===== src/rtl/pata_pio_pkg.sv =====
package pata_pio_pkg;

    typedef enum logic [2:0] {
        ST_IDLE    = 3'd0,
        ST_SETUP   = 3'd1,
        ST_ACTIVE  = 3'd2,
        ST_RECOVER = 3'd3,
        ST_DONE    = 3'd4
    } seq_state_e;

endpackage


===== src/rtl/pata_iordy_sync.sv =====
module pata_iordy_sync #(
    parameter int STAGES = 2
) (
    input  logic clk,
    input  logic rst_n,
    input  logic async_in,
    output logic sync_out
);
    logic [STAGES-1:0] shreg;

    generate
        if (STAGES == 1) begin : g_single
            always_ff @(posedge clk or negedge rst_n) begin
                if (!rst_n) shreg <= '0;
                else        shreg <= async_in;
            end
        end else begin : g_chain
            always_ff @(posedge clk or negedge rst_n) begin
                if (!rst_n) shreg <= '0;
                else        shreg <= {shreg[STAGES-2:0], async_in};
            end
        end
    endgenerate

    assign sync_out = shreg[STAGES-1];
endmodule


===== src/rtl/pata_timing_sel.sv =====
module pata_timing_sel #(
    parameter int CW = 8
) (
    input  logic          use_reg,
    input  logic [CW-1:0] reg_cyc,
    input  logic [CW-1:0] reg_act,
    input  logic [CW-1:0] reg_rec,
    input  logic [CW-1:0] dat_cyc,
    input  logic [CW-1:0] dat_act,
    input  logic [CW-1:0] dat_rec,
    output logic [CW-1:0] sel_cyc,
    output logic [CW-1:0] sel_act,
    output logic [CW-1:0] sel_rec
);
    always_comb begin
        if (use_reg) begin
            sel_cyc = reg_cyc;
            sel_act = reg_act;
            sel_rec = reg_rec;
        end else begin
            sel_cyc = dat_cyc;
            sel_act = dat_act;
            sel_rec = dat_rec;
        end
    end
endmodule


===== src/rtl/pata_recov_calc.sv =====
module pata_recov_calc #(
    parameter int LW = 9,
    parameter int HW = 2
) (
    input  logic [LW-1:0] cyc,
    input  logic [LW-1:0] act,
    input  logic [LW-1:0] rec,
    input  logic [HW-1:0] hold,
    input  logic          is_write,
    output logic [LW-1:0] wait_len
);
    logic [LW-1:0] diff;
    logic [LW-1:0] base;
    logic [LW-1:0] hold_ext;

    assign diff     = cyc - act;
    assign hold_ext = LW'(hold);

    always_comb begin
        if ((cyc > act) && (diff > rec)) base = diff;
        else                             base = rec;
        if (is_write && (hold_ext > base)) base = hold_ext;
        if (base == '0) wait_len = LW'(1);
        else            wait_len = base;
    end
endmodule


===== src/rtl/pata_pio_seq.sv =====
module pata_pio_seq
    import pata_pio_pkg::*;
#(
    parameter int CW          = 8,
    parameter int HW          = 2,
    parameter int DW          = 16,
    parameter int TGT_W       = 5,
    parameter int SYNC_STAGES = 2,
    parameter int IORDY_LIMIT = 51
) (
    input  logic             clk,
    input  logic             rst_n,
    input  logic             req_valid,
    input  logic [TGT_W-1:0] req_target,
    input  logic             req_write,
    input  logic             req_reg8,
    input  logic [DW-1:0]    req_wdata,
    input  logic             iordy_chk_en,
    input  logic [CW-1:0]    t_setup,
    input  logic [CW-1:0]    reg_t0,
    input  logic [CW-1:0]    reg_t2,
    input  logic [CW-1:0]    reg_t2i,
    input  logic [CW-1:0]    dat_t0,
    input  logic [CW-1:0]    dat_t2,
    input  logic [CW-1:0]    dat_t2i,
    input  logic [HW-1:0]    hold_cnt,
    input  logic             iordy,
    input  logic [DW-1:0]    dd_in,
    output logic             dev_cs0_n,
    output logic             dev_cs1_n,
    output logic [2:0]       dev_addr,
    output logic             dev_rd_n,
    output logic             dev_wr_n,
    output logic [DW-1:0]    dd_out,
    output logic             dd_oe,
    output logic             busy,
    output logic             done,
    output logic [DW-1:0]    rdata,
    output logic             timeout
);
    localparam int LW = CW + 1;
    localparam logic [LW-1:0] LIMIT = LW'(IORDY_LIMIT);
    localparam logic [LW-1:0] ONE   = LW'(1);

    seq_state_e state, nxt;

    logic [LW-1:0]    cnt, len, rec_len, t1_eff, t2_eff, act_q;
    logic [TGT_W-1:0] tgt_q;
    logic             wr_q, chk_q, to_q;
    logic [DW-1:0]    wdata_q, rdata_q;
    logic [CW-1:0]    t1_q, t0_q, t2_q, t2i_q;
    logic [HW-1:0]    hold_q;
    logic [CW-1:0]    sel_t0, sel_t2, sel_t2i;
    logic             rdy_s, act_met, end_ok, end_to;

    pata_iordy_sync #(.STAGES(SYNC_STAGES)) u_sync (
        .clk      (clk),
        .rst_n    (rst_n),
        .async_in (iordy),
        .sync_out (rdy_s)
    );

    pata_timing_sel #(.CW(CW)) u_tsel (
        .use_reg (req_reg8),
        .reg_cyc (reg_t0),
        .reg_act (reg_t2),
        .reg_rec (reg_t2i),
        .dat_cyc (dat_t0),
        .dat_act (dat_t2),
        .dat_rec (dat_t2i),
        .sel_cyc (sel_t0),
        .sel_act (sel_t2),
        .sel_rec (sel_t2i)
    );

    pata_recov_calc #(.LW(LW), .HW(HW)) u_recov (
        .cyc      (LW'(t0_q)),
        .act      (act_q),
        .rec      (LW'(t2i_q)),
        .hold     (hold_q),
        .is_write (wr_q),
        .wait_len (rec_len)
    );

    // phase length helpers
    assign len     = cnt + ONE;
    assign t1_eff  = (t1_q == '0) ? ONE : LW'(t1_q);
    assign t2_eff  = (t2_q == '0) ? ONE : LW'(t2_q);
    assign act_met = (len >= t2_eff);
    assign end_ok  = act_met && (!chk_q || rdy_s);
    assign end_to  = act_met && chk_q && !rdy_s && (len >= LIMIT);

    // state register
    always_ff @(posedge clk or negedge rst_n) begin
        if (!rst_n) state <= ST_IDLE;
        else        state <= nxt;
    end

    // next-state decode
    always_comb begin
        nxt = state;
        unique case (state)
            ST_IDLE:    if (req_valid)          nxt = ST_SETUP;
            ST_SETUP:   if (len >= t1_eff)      nxt = ST_ACTIVE;
            ST_ACTIVE:  if (end_ok || end_to)   nxt = ST_RECOVER;
            ST_RECOVER: if (len >= rec_len)     nxt = ST_DONE;
            ST_DONE:                            nxt = ST_IDLE;
            default:                            nxt = ST_IDLE;
        endcase
    end

    // request capture, phase counter, active length and read capture
    always_ff @(posedge clk or negedge rst_n) begin
        if (!rst_n) begin
            cnt     <= '0;
            tgt_q   <= '1;
            wr_q    <= 1'b0;
            chk_q   <= 1'b0;
            wdata_q <= '0;
            t1_q    <= '0;
            t0_q    <= '0;
            t2_q    <= '0;
            t2i_q   <= '0;
            hold_q  <= '0;
            act_q   <= '0;
            to_q    <= 1'b0;
            rdata_q <= '0;
        end else begin
            if (nxt != state) cnt <= '0;
            else              cnt <= len;

            if (state == ST_IDLE && req_valid) begin
                tgt_q   <= req_target;
                wr_q    <= req_write;
                chk_q   <= iordy_chk_en;
                wdata_q <= req_wdata;
                t1_q    <= t_setup;
                t0_q    <= sel_t0;
                t2_q    <= sel_t2;
                t2i_q   <= sel_t2i;
                hold_q  <= hold_cnt;
                to_q    <= 1'b0;
            end

            if (state == ST_ACTIVE && (end_ok || end_to)) begin
                act_q <= len;
                to_q  <= !end_ok;
                if (!wr_q) rdata_q <= dd_in;
            end
        end
    end

    // output decode
    always_comb begin
        dev_cs0_n = 1'b1;
        dev_cs1_n = 1'b1;
        dev_addr  = 3'b000;
        dev_rd_n  = 1'b1;
        dev_wr_n  = 1'b1;
        dd_oe     = 1'b0;
        busy      = (state != ST_IDLE);
        done      = (state == ST_DONE);
        timeout   = (state == ST_DONE) && to_q;
        unique case (state)
            ST_SETUP, ST_ACTIVE, ST_RECOVER: begin
                dev_cs0_n = tgt_q[0];
                dev_cs1_n = tgt_q[1];
                dev_addr  = tgt_q[4:2];
                if (state == ST_ACTIVE) begin
                    dev_rd_n = wr_q;
                    dev_wr_n = !wr_q;
                    dd_oe    = wr_q;
                end
                if (state == ST_RECOVER)
                    dd_oe = wr_q && (cnt < LW'(hold_q));
            end
            default: ;
        endcase
        dd_out = dd_oe ? wdata_q : '0;
    end

    assign rdata = rdata_q;
endmodule


===== config.mk =====
export PLATFORM = sky130hd
export DESIGN_NAME = pata_pio_seq
export DESIGN_NICKNAME = d
export VERILOG_FILES = /design/src/rtl/pata_pio_pkg.sv /design/src/rtl/pata_iordy_sync.sv /design/src/rtl/pata_timing_sel.sv /design/src/rtl/pata_recov_calc.sv /design/src/rtl/pata_pio_seq.sv
export SDC_FILE = /design/constraint.sdc
export NUM_CORES = 1
export LEC_CHECK = 0
export BUFFER_PORTS_ARGS = -buffer_cell sky130_fd_sc_hd__buf_2
export CORE_ASPECT_RATIO = 1.5
export CORE_MARGIN = 5
export CORE_UTILIZATION = 48
export CTS_CLUSTER_DIAMETER = 50
export DETAILED_ROUTE_END_ITERATION = 10
export GPL_TIMING_DRIVEN = 1
export PLACE_DENSITY = 0.77
export SETUP_SLACK_MARGIN = 0.15
export SLEW_MARGIN = 20
export SYNTH_ARGS = -nofsm -noshare
export SYNTH_HDL_FRONTEND = slang
export SYNTH_SLANG_ARGS = --single-unit

===== constraint.sdc =====
create_clock -name clk -period 5.7 [get_ports clk]
set_input_delay 1.425 -clock clk [delete_from_list [all_inputs] [get_ports clk]]
set_output_delay 1.425 -clock clk [all_outputs]
set_load 0.005 [all_outputs]

==> out/metrics.yaml, run 1 <==
status:
  outcome: "complete, but fails checks"
  violations: "setup timing"
power:
  share_clk_of_total_power_pct: 14.8
  power_leakage_uw: 0.003686
  max-vdd-ir-drop_v: 0.0002903
  combPwrFrac_pct: 58.5
  p_switching_uw: 1830
  seq_power_share_pct: 26.7
  p_per_area_mw_per_mm2: 607.4
  switching_share_pct: 42.94
  p_int_uw: 2432
timing:
  setup_viol: 10
  relSlewSlack_pct: 47.65
  min_period_ns: 5.876
  tns_ns: -1.405
  slew_violations: 0
  period_share_pct: 103.1
  finalWorstSetupSlack_ns: -0.1759
  tightest_slew_ns: 0.7797
  fmax_ghz: 0.1702
  finalHoldViolations: 0
  fin_worst_skew_ns: 0.007300
  whs_ns: 0.3634
  grt_setup_unrepaired: "yes"
critical_path:
  rr_startpoint: "t0_q[0]$_DFFE_PN0P_"
  r2r_cells: 29
  crit_buf_inv: 2
  start_kind: "flop"
  setup.worst_path.start: "t0_q[0]$_DFFE_PN0P_"
  cp_max_fo: 4
  critical_path_class: "reg2reg"
  worstPathArrival_ns: 6.15
  slowest_delay_ns: 0.38
  critical_path.top_delay_family: "compound AO/OA/AOI/OAI gates"
  required_ns: 5.97
  cp_slowest_cell: "dfrtp_1"
  path_depth: 29
  rr_endpoint: "cnt[1]$_DFF_PN0_"
  cp-end-kind: "flop"
  reg2reg_slack_ns: -0.18
placed_design:
  dp_hpwl_mm: 11.20
  port_buffers: 144
  dpl.cell_count: 868
  gp_congestion: 0.9469
global_routing:
  grt_pass1_vias: 5127
  grt_pass1_wl_mm: 24.20
  track_usage_pct: 21.41
  grt_max_degree: 73
  busiest_layer: "met2"
  use_met3_pct: 4.022
  antenna_found_initial: 0
  use_met2_pct: 41.43
  met1_usage_pct: 22.63
  gr-total-overflow: 0
drt:
  drt_pre_antenna_iters: 4
  wl_mm: 14.75
  ant_nets: 0
  drt_iter0_drc: 231
  wire_per_inst_um: 16.56
  viasPerCell: 5.253
  drc: 0
  vias: 4680
hold_path:
  hp-class: "reg2reg"
  holdPathEnd: "u_sync.shreg[1]$_DFF_PN0_"
  hold_depth: 0
  hp-start: "u_sync.shreg[0]$_DFF_PN0_"
floorplanning:
  io_pins: 145
  die_h_um: 142.5
  die_w_um: 98.35
  start_util_pct: 49.00
  placementRows: 48
  coreArea_sq_mm: 0.01147
  die_area_sq_mm: 0.01402
layout:
  nets: 885
  area_growth_pct: 24.84
  drive_above_1_share_pct: 32.12
  num_antenna_cells: 0
  fin_cells: 891
cts:
  cts_sinks: 97
  max-clock-path-buffers: 2
  cts_hold_buf: 0
  cts_buffers: 9
  htree_num_levels: 3
  root_buffer: "clkbuf_16"
  insertion_delay_ns: 0.34
  cts.clk_slew.worst_paths_ns: 0.07
  cts_tree: "yes"
logic_synthesis:
  synth_seq_cells: 97
  synth_area_leaders: "dfrtp_1 (41%), ha_1 (10%), nand2_1 (7.9%)"
  syn_nets: 731
  synth-edff-count: 0
  ys.flop_type: "dfrtp_1"
  ys_warn_count: 0
  synth_top_cell_by_area: "dfrtp_1"
  yosys.area.top_type_share_pct: 40.96
  syn_area_sq_mm: 0.005620
  ys_seq_area_share_pct: 43.30
  avgSynthCellArea_sq_um: 9.657
  ys_types: 58
  synth-async-reset-ratio_pct: 100.0
  synth_cells: 582
run:
  maxCapViolCount: 0
[cell families (layout without fill, tap and decap cells)]
family | after synthesis | after routing | share of synthesized area, %
DFF | 97 | 97 | 43.30
AOI/OAI and AO/OA | 97 | 98 | 11.49
buffers and inverters | 62 | 220 | 4.452
muxes | 53 | 53 | 10.62
xor gates and xnor gates | 12 | 12 | 1.870
and+or+nand+nor | 214 | 214 | 17.68
adders and majority gates | 47 | 47 | 10.60
[per-stage QoR]
step	cell area [sq um]	utilization, %	power (uW)	setup slack, ns
floorplan	5652	-	2704	0.1545
global placement	6559	57.18	3287	-0.009086
detailed placement	6559	57.18	3387	-0.2470
CTS	6972	60.78	4196	-0.06102
global route	7017	61.17	4664	-0.4946
finish	7017	61.17	4262	-0.1759
[worst max path at each step]
stage	end	slack [ns]
finish	cnt[1]$_DFF_PN0_	-0.18
global route	cnt[1]$_DFF_PN0_	-0.49
CTS	cnt[2]$_DFF_PN0_	-0.06
detailed placement	cnt[2]$_DFF_PN0_	-0.25
global placement	cnt[2]$_DFF_PN0_	-0.009
floorplan	cnt[2]$_DFF_PN0_	0.15
[what timing repair did]
action                     in CTS  in global routing
gates resized for setup        12                  7
pin swaps                      22                 12
setup buffers                   5                  1
cloned                          1                  0
setup endpoints to repair      12                 12
[worst reg2reg max path, delay by kind of cell (launching register included)]
kind / cells / cell delay, ns
muxes: 1 / 0.30
DFF: 1 / 0.38
adders and majority gates: 5 / 1.24
buffers and inverters: 2 / 0.11
and+or+nand+nor: 4 / 0.52
AOI/OAI and AO/OA: 17 / 3.27
[power groups by stage]
stage                     logic [uW]  clock network [uW]  registers, uW
after floorplan                 1630                   0           1080
after global placement          2160                   0           1130
after detailed placement        2240                   0           1140
after CTS                       2410                 647           1140
after global routing            2820                 675           1160
final                           2490                 631           1140
[flip-flops by register name, indices dropped and copies added (netlist names), 5 cells and up]
name and cells:
cnt 9, wdata_q 16, t2_q 8, act_q 9
t0_q 8, rdata 16, t1_q 8, tgt_q 5
t2i_q 8
[Yosys cell counts (all sizes together) (2+ instances only)]
cell type / number
o21a: 4
dfstp: 5
or3: 7
o21bai: 2
a21o: 7
xor2: 10
nand3: 5
nor4: 5
o21ai: 43
a41o: 2
mux2i: 30
xnor2: 2
o311ai: 2
a21oi: 18
mux2: 23
nor2: 22
ha: 46
clkbuf: 16
buf: 3
nand4: 9
dfrtp: 92
a211oi: 4
o2111ai: 3
nor3: 7
and2: 21
nand2b: 5
nand2: 119
inv: 43
nor2b: 9
[per-layer routing]
| layer | routed length, um | vias to the layer above |
|---|---|---|
| li1 | - | 2303 |
| met1 | 5430 | 2235 |
| met2 | 8305 | 111 |
| met3 | 540 | 31 |
| met4 | 474 | 0 |
| met5 | 0 | - |
[layout by cell type, fill, tap and decap left out, types with 9 or more instances in the layout]
master,synthesis,layout
xor2_1,10,10
mux2_2,13,13
mux2i_1,30,29
nand4_1,9,9
o21ai_0,43,42
inv_1,43,42
and2_1,21,21
clkbuf_16,0,9
mux2_4,10,10
ha_1,46,44
buf_4,0,17
nor2b_1,9,9
nor2_1,20,18
nand2_1,119,115
dfrtp_1,92,92
a21oi_1,17,13
buf_2,1,143
[layout make-up]
type | count | area, sq um
fillers | 968 | 4454
multi-input cells | 424 | 3070
flip-flops and latches | 97 | 2434
repair buffers | 161 | 854.6
clock buffers | 9 | 225.2
well taps | 150 | 187.7
inverters | 43 | 161.4
clock inverters | 7 | 83.83
No activity file was read; power rests on OpenSTA's default activity.
==> run 2, diff against run 1 <==
--- a/config.mk
+++ b/config.mk
@@ -5,14 +5,17 @@
 export SDC_FILE = /design/constraint.sdc
 export NUM_CORES = 1
 export LEC_CHECK = 0
+export ABC_AREA = 1
 export BUFFER_PORTS_ARGS = -buffer_cell sky130_fd_sc_hd__buf_2
+export CAP_MARGIN = 5
 export CORE_ASPECT_RATIO = 1.5
 export CORE_MARGIN = 5
-export CORE_UTILIZATION = 48
+export CORE_UTILIZATION = 49
 export CTS_CLUSTER_DIAMETER = 50
 export DETAILED_ROUTE_END_ITERATION = 10
 export GPL_TIMING_DRIVEN = 1
-export PLACE_DENSITY = 0.77
+export PLACE_DENSITY = 0.78
+export REMOVE_ABC_BUFFERS = 1
 export SETUP_SLACK_MARGIN = 0.15
 export SLEW_MARGIN = 20
 export SYNTH_ARGS = -nofsm -noshare
==> run 2 against run 1 <==
  * The run now ends clean
  * Critical path depth up 6
  * First-iteration DRC count down 15%
  * Core utilization down 1.1 points
  * Register-to-register slack better by 0.78 ns
  * Clock skew up 0.0023 ns
  * Routed wire length down 2.3%
  * Flip-flop and latch count unchanged
  * Combinational power down 98%
  * Setup slack better by 0.78 ns
  * Fmax up 15%
  * Final cell count up 20%
  * Synthesized cell count up 32%
==> out/metrics.yaml, run 2 <==
status:
  outcome: "completed"
global_routing:
  use_met3_pct: 2.124  # -1.9 points
  grt_pass1_wl_mm: 23.49  # -2.9%
  track_usage_pct: 20.18  # -1.2 points
  grt_pass1_vias: 5233  # +2.1%
  gr-total-overflow: 0  # unchanged
  met1_usage_pct: 23.73  # +1.1 points
  antenna_found_initial: 0  # unchanged
  busiest_layer: "met2"
  use_met2_pct: 36.55  # -4.9 points
  grt_max_degree: 51  # -30%
timing:
  slew_violations: 0  # unchanged
  setup_viol: 0  # -10
  finalWorstSetupSlack_ns: 0.6012  # +0.7771 ns
  finalHoldViolations: 0  # unchanged
  fmax_ghz: 0.1961  # +15%
  grt_setup_unrepaired: "no"
  period_share_pct: 89.45  # -14 points
  tns_ns: 0  # +1.405 ns
  whs_ns: 0.3507  # -0.01274 ns
  relSlewSlack_pct: 48.91  # +1.3 points
  tightest_slew_ns: 0.7642  # -0.01548 ns
  fin_worst_skew_ns: 0.009601  # +0.002301 ns
  min_period_ns: 5.099  # -0.7771 ns
cts:
  htree_num_levels: 3  # unchanged
  root_buffer: "clkbuf_16"
  insertion_delay_ns: 0.34  # about the same
  cts.clk_slew.worst_paths_ns: 0.07  # about the same
  cts_tree: "yes"
  max-clock-path-buffers: 2  # unchanged
  cts_sinks: 97  # unchanged
  cts_buffers: 9  # unchanged
logic_synthesis:
  synth_xor_area_share_pct: 1.183  # -0.69 points
  synth_fa_ha_area_share_pct: 10.06  # -0.54 points
  synth-edff-count: 0  # unchanged
  synth_seq_cells: 97  # unchanged
  synth_cells: 770  # +32%
  synth_top_cell_by_area: "dfrtp_1"
  ys_warn_count: 0  # unchanged
  yosysMostFrequentCell: "nand2_1"
  synth_simple_gate_area_share_pct: 25.63  # +8.0 points
  ys_seq_area_share_pct: 41.10  # -2.2 points
  synth-async-reset-ratio_pct: 100.0  # unchanged
  ys_types: 42  # -28%
  synth_compound_area_share_pct: 12.24  # +0.75 points
  yosys.area.top_type_share_pct: 38.88  # -2.1 points
  synth_top_family_by_area: "simple AND/OR/NAND/NOR gates"
  synth.mux.area_fraction_pct: 0  # -11 points
  synth_area_leaders: "dfrtp_1 (39%), nand2_1 (12%), ha_1 (9.7%)"
  syn_area_sq_mm: 0.005921  # +5.3%
  yosys-top-cells-count: "nand2_1 (197), inv_1 (124), dfrtp_1 (92)"
  ys.flop_type: "dfrtp_1"
  avgSynthCellArea_sq_um: 7.689  # -20%
critical_path:
  cp-end-kind: "flop"
  cp_slowest_cell: "dfrtp_1"
  reg2reg_slack_ns: 0.60  # +0.78 ns
  slowest_delay_ns: 0.36  # -0.02 ns
  critical_path_class: "reg2reg"
  start_kind: "flop"
  required_ns: 5.92  # -0.05 ns
  worstPathArrival_ns: 5.32  # -0.83 ns
  cp_max_fo: 10  # +6
placed_design:
  placed_cell_area_sq_mm: 0.006779  # +3.4%
  pre_cts_slack_ns: 0.3794  # +0.6263 ns
  dp_hpwl_mm: 11.00  # -1.9%
  port_buffers: 144  # unchanged
  gp_congestion: 0.9289  # -1.9%
layout:
  final_cell_mix: "nand2_1 (195), buf_2 (143), inv_1 (123), dfrtp_1 (92), o21ai_0 (77)"
  num_antenna_cells: 0  # unchanged
  regArea_sq_mm: 0.002434  # unchanged
  num-fill-cells: 1136  # +17%
  mostFrequentLayoutCell: "nand2_1"
  nets: 1058  # +20%
  drive_above_1_share_pct: 24.18  # -7.9 points
  area_growth_pct: 20.71
  stdcell_area_sq_mm: 0.007147  # +1.9%
  multiInputGateArea_sq_mm: 0.002964  # -3.5%
drt:
  drt_pre_antenna_iters: 6  # +2
  wl_mm: 14.41  # -2.3%
  viasPerCell: 5.034  # -4.2%
  drt_iter0_drc: 196  # -15%
  vias: 5371  # +15%
  ant_nets: 0  # unchanged
  wire_per_inst_um: 13.51  # -18%
  drc: 0  # unchanged
power:
  max-vdd-ir-drop_v: 0.0001359  # -53%
  finalPower_uw: 1371  # -68%
  p_per_area_mw_per_mm2: 191.8  # -68%
  power_leakage_uw: 0.004013  # +8.9%
hold_path:
  hp-class: "reg2reg"
floorplanning:
  start_util_pct: 49.78  # +0.78 points
  coreArea_sq_mm: 0.01189  # +3.7%
  die_area_sq_mm: 0.01443  # +2.9%
  die_w_um: 99.75  # +1.4%
  die_h_um: 144.6  # +1.5%
  placementRows: 49  # +2.1%
  io_pins: 145  # unchanged
run:
  maxCapViolCount: 0  # unchanged
[run 2: power breakdown]
| group | internal [uW] | leakage, uW | switching, uW |
|---|---|---|---|
| Combinational | 28.3 | 0.00286 | 30.8 |
| Sequential | 689 | 0.00101 | 0.168 |
| Clock | 356 | 0.000151 | 267 |
| Total | 1070 | 0.00401 | 298 |
[run 2: kinds of logic (layout without fill, tap and decap cells)]
group           count (synthesis)  count (layout)
fa+ha+maj                      47              47
flops                          97              97
simple gates                  341             341
compound gates                126             127
buf+inv                       151             294
xor+xnor                        8               8
[run 2: path summary, 6_finish.rpt]
path / from / to / cells past startpoint
hold reg to reg: u_sync.shreg[0]$_DFF_PN0_ / u_sync.shreg[1]$_DFF_PN0_ / 0
hold / removal: u_sync.shreg[0]$_DFF_PN0_ / u_sync.shreg[1]$_DFF_PN0_ / 0
setup / recovery: t0_q[0]$_DFFE_PN0P_ / cnt[8]$_DFF_PN0_ / 35
max in group asynchronous: rst_n / act_q[1]$_DFFE_PN0P_ / 2
setup reg to reg: t0_q[0]$_DFFE_PN0P_ / cnt[8]$_DFF_PN0_ / 35
min in group asynchronous: rst_n / wdata_q[1]$_DFFE_PN0P_ / 1
[run 2: area by class of cell]
| cell class | instances | area share, % |
|---|---|---|
| Inverter | 127 | 6.688 |
| Clock buffer | 11 | 3.396 |
| Clock inverter | 5 | 0.8578 |
| Timing Repair Buffer | 151 | 10.85 |
| Multi-Input combinational cell | 523 | 41.47 |
| Tap cell | 153 | 2.679 |
| Sequential cell | 97 | 34.05 |
[run 2: critical path, delay by kind of cell (launching register included)]
family,cells,cell delay [ns]
AOI/OAI and AO/OA,8,1.23
xor gates and xnor gates,1,0.18
DFF,1,0.36
buffers and inverters,4,0.26
adders and majority gates,5,1.30
and+or+nand+nor,17,1.65
[run 2: metrics by stage]
stage	std cells	utilization, %
CTS	1065	59.55
floorplan	746	-
detailed placement	1049	57.00
global placement	1049	57.00
global route	1067	60.09
finish	1067	60.09
[run 2: what timing repair did]
item	4_1_cts	5_1_grt
gates resized for setup	0	12
setup endpoints to repair	0	9
hold buffers	0	0
buffers inserted	0	1
[run 2: routing by layer]
metal  up-vias  part of all wire (%)
li1       2738                     -
met1      2473                    40
met2       129                    52
met3        31                   4.9
met4         0                   3.4
met5         -                     0
